--- src/rtl/tsfifo_chan.sv ---
module tsfifo_chan #(
  parameter int SMP_W  = 14,
  parameter int WORD_W = 32,
  parameter int DEPTH  = 4,
  parameter int TMR_W  = 17,
  parameter int CFG_W  = 24,
  parameter int ADDR_W = 3
) (
  input  logic              clk,
  input  logic              rst_n,
  input  logic              smp_valid,
  input  logic [SMP_W-1:0]  smp_data,
  input  logic              reg_wr,
  input  logic              reg_rd,
  input  logic [ADDR_W-1:0] reg_addr,
  input  logic [WORD_W-1:0] reg_wdata,
  output logic [WORD_W-1:0] reg_rdata,
  output logic              irq,
  output logic              dma_req,
  output logic [$clog2(DEPTH+1)-1:0] fill_level
);
  localparam int STAMP_W = WORD_W - SMP_W;
  localparam int LVL_W   = $clog2(DEPTH + 1);
  localparam int PTR_W   = $clog2(DEPTH);
  localparam logic [ADDR_W-1:0] A_CTRL = 0, A_TCFG = 1, A_TCNT = 2, A_DATA = 3,
                                A_LVL = 4, A_IEN = 5, A_IST = 6;

  logic [WORD_W-1:0] mem [DEPTH];
  logic [PTR_W-1:0]  rd_ptr, wr_ptr;
  logic [LVL_W-1:0]  cnt, cnt_nxt;
  logic [3:0]        ist, ien, ev, clr;
  logic              dma_mode, tmr_en;
  logic [TMR_W-1:0]  tmr_cnt, tmr_lim;

  wire flush    = reg_wr && reg_addr == A_CTRL && reg_wdata[0];
  wire dat_rd   = reg_rd && reg_addr == A_DATA;
  wire is_empty = cnt == '0;
  wire is_full  = cnt == LVL_W'(DEPTH);
  wire pop      = dat_rd && !is_empty;
  wire push     = smp_valid && (!is_full || pop);
  wire tmr_clr  = flush || (reg_wr && reg_addr == A_TCFG && reg_wdata[CFG_W]);

  assign cnt_nxt = cnt + LVL_W'(push) - LVL_W'(pop);
  assign ev  = {smp_valid && !push, dat_rd && is_empty,
                !is_empty && cnt_nxt == '0, !is_full && cnt_nxt == LVL_W'(DEPTH)};
  assign clr = (reg_wr && reg_addr == A_IST) ? reg_wdata[3:0] : 4'b0;

  assign fill_level = cnt;
  assign irq        = |(ist & ien);
  assign dma_req    = dma_mode && !is_empty;

  always_ff @(posedge clk or negedge rst_n) begin
    if (!rst_n) begin
      rd_ptr <= '0;
      wr_ptr <= '0;
      cnt    <= '0;
      ist    <= '0;
    end else if (flush) begin
      rd_ptr <= '0;
      wr_ptr <= '0;
      cnt    <= '0;
      ist    <= '0;
    end else begin
      if (pop)  rd_ptr <= rd_ptr + 1'b1;
      if (push) wr_ptr <= wr_ptr + 1'b1;
      cnt <= cnt_nxt;
      ist <= (ist & ~clr) | ev;
    end
  end

  always_ff @(posedge clk) begin
    if (push && !flush)
      mem[wr_ptr] <= {STAMP_W'(tmr_cnt), smp_data};
  end

  always_ff @(posedge clk or negedge rst_n) begin
    if (!rst_n) begin
      ien      <= '0;
      dma_mode <= 1'b0;
      tmr_en   <= 1'b0;
      tmr_lim  <= '1;
    end else if (reg_wr) begin
      if (reg_addr == A_IEN)  ien      <= reg_wdata[3:0];
      if (reg_addr == A_CTRL) dma_mode <= reg_wdata[1];
      if (reg_addr == A_TCFG) begin
        tmr_en  <= reg_wdata[CFG_W+1];
        tmr_lim <= reg_wdata[TMR_W-1:0];
      end
    end
  end

  always_ff @(posedge clk or negedge rst_n) begin
    if (!rst_n)             tmr_cnt <= '0;
    else if (tmr_clr)       tmr_cnt <= '0;
    else if (tmr_en)        tmr_cnt <= (tmr_cnt == tmr_lim) ? '0 : tmr_cnt + 1'b1;
  end

  always_comb begin
    reg_rdata = '0;
    case (reg_addr)
      A_CTRL: reg_rdata[1] = dma_mode;
      A_TCFG: begin
        reg_rdata[CFG_W+1]   = tmr_en;
        reg_rdata[TMR_W-1:0] = tmr_lim;
      end
      A_TCNT: reg_rdata[TMR_W-1:0] = tmr_cnt;
      A_DATA: reg_rdata = is_empty ? '0 : mem[rd_ptr];
      A_LVL:  reg_rdata[LVL_W-1:0] = cnt;
      A_IEN:  reg_rdata[3:0] = ien;
      A_IST:  reg_rdata[3:0] = ist;
      default: reg_rdata = '0;
    endcase
  end
endmodule

--- config.mk ---
export PLATFORM = sky130hd
export DESIGN_NAME = tsfifo_chan
export DESIGN_NICKNAME = d
export VERILOG_FILES = /design/src/rtl/tsfifo_chan.sv
export SDC_FILE = /design/constraint.sdc
export NUM_CORES = 1
export LEC_CHECK = 0
export ABC_CLOCK_PERIOD_IN_PS = 2700
export BUFFER_PORTS_ARGS = -buffer_cell sky130_fd_sc_hd__buf_2
export CORE_ASPECT_RATIO = 0.8
export CORE_MARGIN = 1
export CORE_UTILIZATION = 50
export CTS_BUF_LIST = sky130_fd_sc_hd__clkbuf_8
export DETAILED_ROUTE_END_ITERATION = 6
export PLACE_DENSITY = 0.83
export SYNTH_ARGS = -nofsm -noshare
export SYNTH_HDL_FRONTEND = slang
export SYNTH_SLANG_ARGS = --single-unit
--- constraint.sdc ---
create_clock -name clk -period 2.7 [get_ports clk]
set_input_delay 0.27 -clock clk [delete_from_list [all_inputs] [get_ports clk]]
set_output_delay 0.27 -clock clk [all_outputs]
set_load 0.05 [all_outputs]
==> results by group <==
STA
  • Final setup vio count: 0
  • Post-route minimum period: 2.65 ns
  • Post-Route Skew: 0.0124 ns
  • RSZ-0062 raised after global routing: true
  • Count of final hold-check violations: 0
  • Fmax achieved: ~0.38 GHz
  • Number of pins with negative max-slew slack in the final report: 0
  • Hold Slack: between 0.03 and 0.04 ns
  • Period Utilization, post-route: 98.0%
  • Transition at the pin with the smallest max-transition slack: 1.16 ns
  • Relative slew slack: between 20% and 30%

Synth
  • Synthesized area divided by synthesized cell count: around 15 sq um
  • Synthesis warning total: 0
  • Count of flip-flops with a built-in enable after synthesis: between 100 and 150
  • Distinct cell type count after synthesis: 59
  • Mapped cell area: roughly 8000 sq um
  • Flop and latch count out of synthesis: between 150 and 200
  • Total nets after synthesis: 574
  • Main flop type after synthesis: sky130_fd_sc_hd__edfxtp_1
  • Mapped Cells: ~510
  • Share of async-settable or async-resettable flops after synthesis: between 20% and 30%
  • Sequential fraction of the synthesis area: 64.0%

Finish
  • Number of standard cells in the layout, taps in and fillers out: 839
  • # diodes: 0
  • Share of layout cells above drive strength 1: between 30% and 40%
  • Share of the core filled with cells: 60.3%
  • Area growth syn-to-layout: 16.5%
  • Post-layout nets: approximately 680

Placed design
  • Final estimated routing congestion in global placement: 0.918
  • Placed cell count: 790
  • Number of buffers added on ports: between 70 and 80
  • Post-DP HPWL: about 11 mm

Route
  • DR pass1 iterations: 5
  • Post-detailed-route count of antenna-violating nets: 0
  • Number of vias per cell after detailed routing: 5.88
  • Remaining design rule violation count: 0
  • Wire length per cell: 20.7 um
  • Iteration-0 DRC Markers: ~430
  • Total Routed Length: 17.3 mm
  • Via count of the routed design: just under 5000

Clock tree
  • TritonCTS sink count: 175
  • TritonCTS clock tree: done
  • Clock-pin slew on the worst setup and hold paths: 0.08 ns
  • Cell chosen for the clock root: sky130_fd_sc_hd__clkbuf_8
  • Cts bufs inserted: 17
  • Largest buffer count on any clock path: 2
  • H-tree Lvls: 4
  • Latest clock arrival within the worst-skew pair: between 0.4 and 0.5 ns

Outcome
  • Run status: completed

Worst setup path
  • Max stage delay on crit path: about 0.51 ns
  • Arrival time of the worst setup path: 2.38 ns
  • CP max-delay cell: sky130_fd_sc_hd__dfrtp_4
  • Worst endpoint required time: 2.43 ns
  • Number of cells on the worst reg-to-reg path: 13
  • CP Class: reg2out
  • Crit Path Max Fanout: 7
  • Element type at the critical path end: output pin
  • Startpoint kind of the worst setup timing path: register
  • Worst-path cell chain: buf_8 > mux4_2 > a222oi_1 > inv_1 > buf_4

Power and ir drop
  • Standby leakage power: around 3.4 nW
  • Power density over the cells: roughly 1000 nW/um^2
  • Total power draw: slightly above 9 mW
  • Largest voltage drop on the vdd net: 0.751 mV

Global route
  • Largest net degree at the start of global routing: 47
  • First-pass GRT wire length: 26.6 mm
  • Number of antenna violations at the first check in global routing: 0
  • GR Overflow Total: 0
  • Vias in the first global route: between 4000 and 5000
  • Total Routing Usage GR: between 20% and 30%

Worst hold path
  • WHS Path Cells: 1
  • Type of the worst min-delay path: in2reg

Die
  • Number of ports placed on the die boundary: ~90
  • Die width: between 100 and 150 um
  • Number of placement rows: 40
  • Initial cell density of the core: between 50% and 60%
  • Die area: around 16000 sq um
  • Core ar.: between 15000 and 20000 sq um
  • Die Height: about 110 um

Job
  • Number of max-cap violations: 0
==> layout by cell type, fill, tap and decap left out, types with 21 or more instances in the layout <==
master / Yosys / final
sky130_fd_sc_hd__and2_1: 22 / 21
sky130_fd_sc_hd__buf_2: 16 / 75
sky130_fd_sc_hd__buf_4: 5 / 26
sky130_fd_sc_hd__dfrtp_1: 34 / 30
sky130_fd_sc_hd__edfxtp_1: 124 / 124
sky130_fd_sc_hd__inv_1: 22 / 23
sky130_fd_sc_hd__mux2_2: 25 / 25
sky130_fd_sc_hd__mux4_2: 32 / 32
sky130_fd_sc_hd__nand2_1: 27 / 27
sky130_fd_sc_hd__nand3_1: 22 / 22
==> cells by family (layout without fill, tap and decap cells) <==
| kind of cell | after synthesis | in the layout | share of synthesized area (%) |
|---|---|---|---|
| mux | 62 | 62 | 13.4 |
| other cells | 1 | 1 | 0.0478 |
| compound gates | 56 | 56 | 6.13 |
| fa+ha+maj | 8 | 8 | 1.37 |
| flops | 175 | 175 | 64.0 |
| buf+inv | 54 | 171 | 3.17 |
| xor+xnor | 22 | 22 | 2.46 |
| simple gates | 134 | 134 | 9.40 |
==> area by class of cell <==
type | instances | area (sq um)
fillers | 1120 | 6030
flip-flops and latches | 175 | 5030
multi-input cells | 283 | 2620
repair buffers | 116 | 727
well taps | 210 | 263
clock buffers | 17 | 234
clock inverters | 15 | 179
inverters | 23 | 86.3
==> report_power, final <==
part / total, mW / internal (mW) / switching [mW]
logic: 3.00 / 1.29 / 1.71
registers: 4.25 / 3.68 / 0.572
clock network: 1.88 / 0.986 / 0.896
==> state kept, by name, summed over array words and instances (netlist names) <==
signal / count
ien: 4
ist: 4
fill_level: 3
wr_ptr: 2
tmr_cnt: 17
rd_ptr: 2
tmr_en: 1
dma_mode: 1
mem: 124
tmr_lim: 17
==> path summary, 6_finish.rpt <==
check,start,endpoint,slack (ns)
max reg2reg,fill_level[0],ist[0],0.14
min reg2reg,ist[0],ist[0],0.56
max in group asynchronous,rst_n,tmr_lim[7],1.37
min,smp_data[4],mem[0][4],0.03
min in group asynchronous,rst_n,ien[0],0.54
max,rd_ptr[0],reg_rdata[4],0.05
==> through the flow <==
stage	area (sq um)	worst slack [ns]	setup TNS, ns
final	9140	0.0549	0
after global routing	9140	-0.0678	-0.0794
after CTS	9120	0.0123	0
after detailed placement	8550	-0.0540	-0.0540
after global placement	8550	0.0261	0
after floorplan	7910	-0.0110	-0.0110
==> worst max-delay path, delay by kind of cell, from the launching register on <==
kind,cells,cell delay (ns)
compound gates,1,0.41
flops,1,0.51
mux,1,0.51
buf+inv,3,0.49
==> per-layer routing <==
| layer | vias to the layer above | global-route usage, % | wire (um) | share of wire, % |
|---|---|---|---|---|
| li1 | 2171 | - | - | - |
| met1 | 2507 | 29.4 | 7230 | 42 |
| met3 | 28 | 5.50 | 1100 | 6.3 |
| met5 | - | 0 | 0 | 0 |
| met2 | 229 | 37.6 | 8590 | 49 |
| met4 | 0 | 9.53 | 434 | 2.5 |
==> cell usage after synthesis, types with 2 or more instances <==
master	count	area, sq um
sky130_fd_sc_hd__and2_1	22	138
sky130_fd_sc_hd__nand2_1	27	101
sky130_fd_sc_hd__nor2_1	20	75.1
sky130_fd_sc_hd__xor2_1	4	35.0
sky130_fd_sc_hd__nor2b_1	10	62.6
sky130_fd_sc_hd__edfxtp_1	124	3720
sky130_fd_sc_hd__ha_1	7	87.6
sky130_fd_sc_hd__nand2b_1	4	25.0
sky130_fd_sc_hd__o31ai_1	2	15.0
sky130_fd_sc_hd__mux2_2	25	282
sky130_fd_sc_hd__dfrtp_1	34	851
sky130_fd_sc_hd__mux2i_1	5	50.1
sky130_fd_sc_hd__or2_1	2	12.5
sky130_fd_sc_hd__a32oi_1	2	17.5
sky130_fd_sc_hd__mux4_2	32	721
sky130_fd_sc_hd__nor3_1	3	15.0
sky130_fd_sc_hd__nand4_1	5	31.3
sky130_fd_sc_hd__o311ai_2	5	81.3
sky130_fd_sc_hd__buf_2	16	80.1
sky130_fd_sc_hd__a222oi_1	13	130
sky130_fd_sc_hd__o211ai_1	4	30.0
sky130_fd_sc_hd__o21ai_0	3	15.0
sky130_fd_sc_hd__o311ai_1	3	26.3
sky130_fd_sc_hd__nand3_1	22	110
sky130_fd_sc_hd__xnor2_1	18	158
sky130_fd_sc_hd__buf_4	5	37.5
sky130_fd_sc_hd__nor3_2	3	30.0
sky130_fd_sc_hd__o22ai_1	3	18.8
sky130_fd_sc_hd__a21oi_1	9	45.0
sky130_fd_sc_hd__inv_1	22	82.6
sky130_fd_sc_hd__dfstp_2	17	447
sky130_fd_sc_hd__clkbuf_1	9	33.8
sky130_fd_sc_hd__a31oi_1	2	12.5
sky130_fd_sc_hd__a22oi_1	5	37.5
==> what timing repair did <==
item / in CTS / in global routing
setup endpoints to repair: 6 / 5
buffers inserted: 3 / 1
hold endpoints to repair: 54 / 0
hold buffers: 13 / 0
resized for setup: 2 / 4
pin swaps: 0 / 1
(Power assumes the default switching activity.)
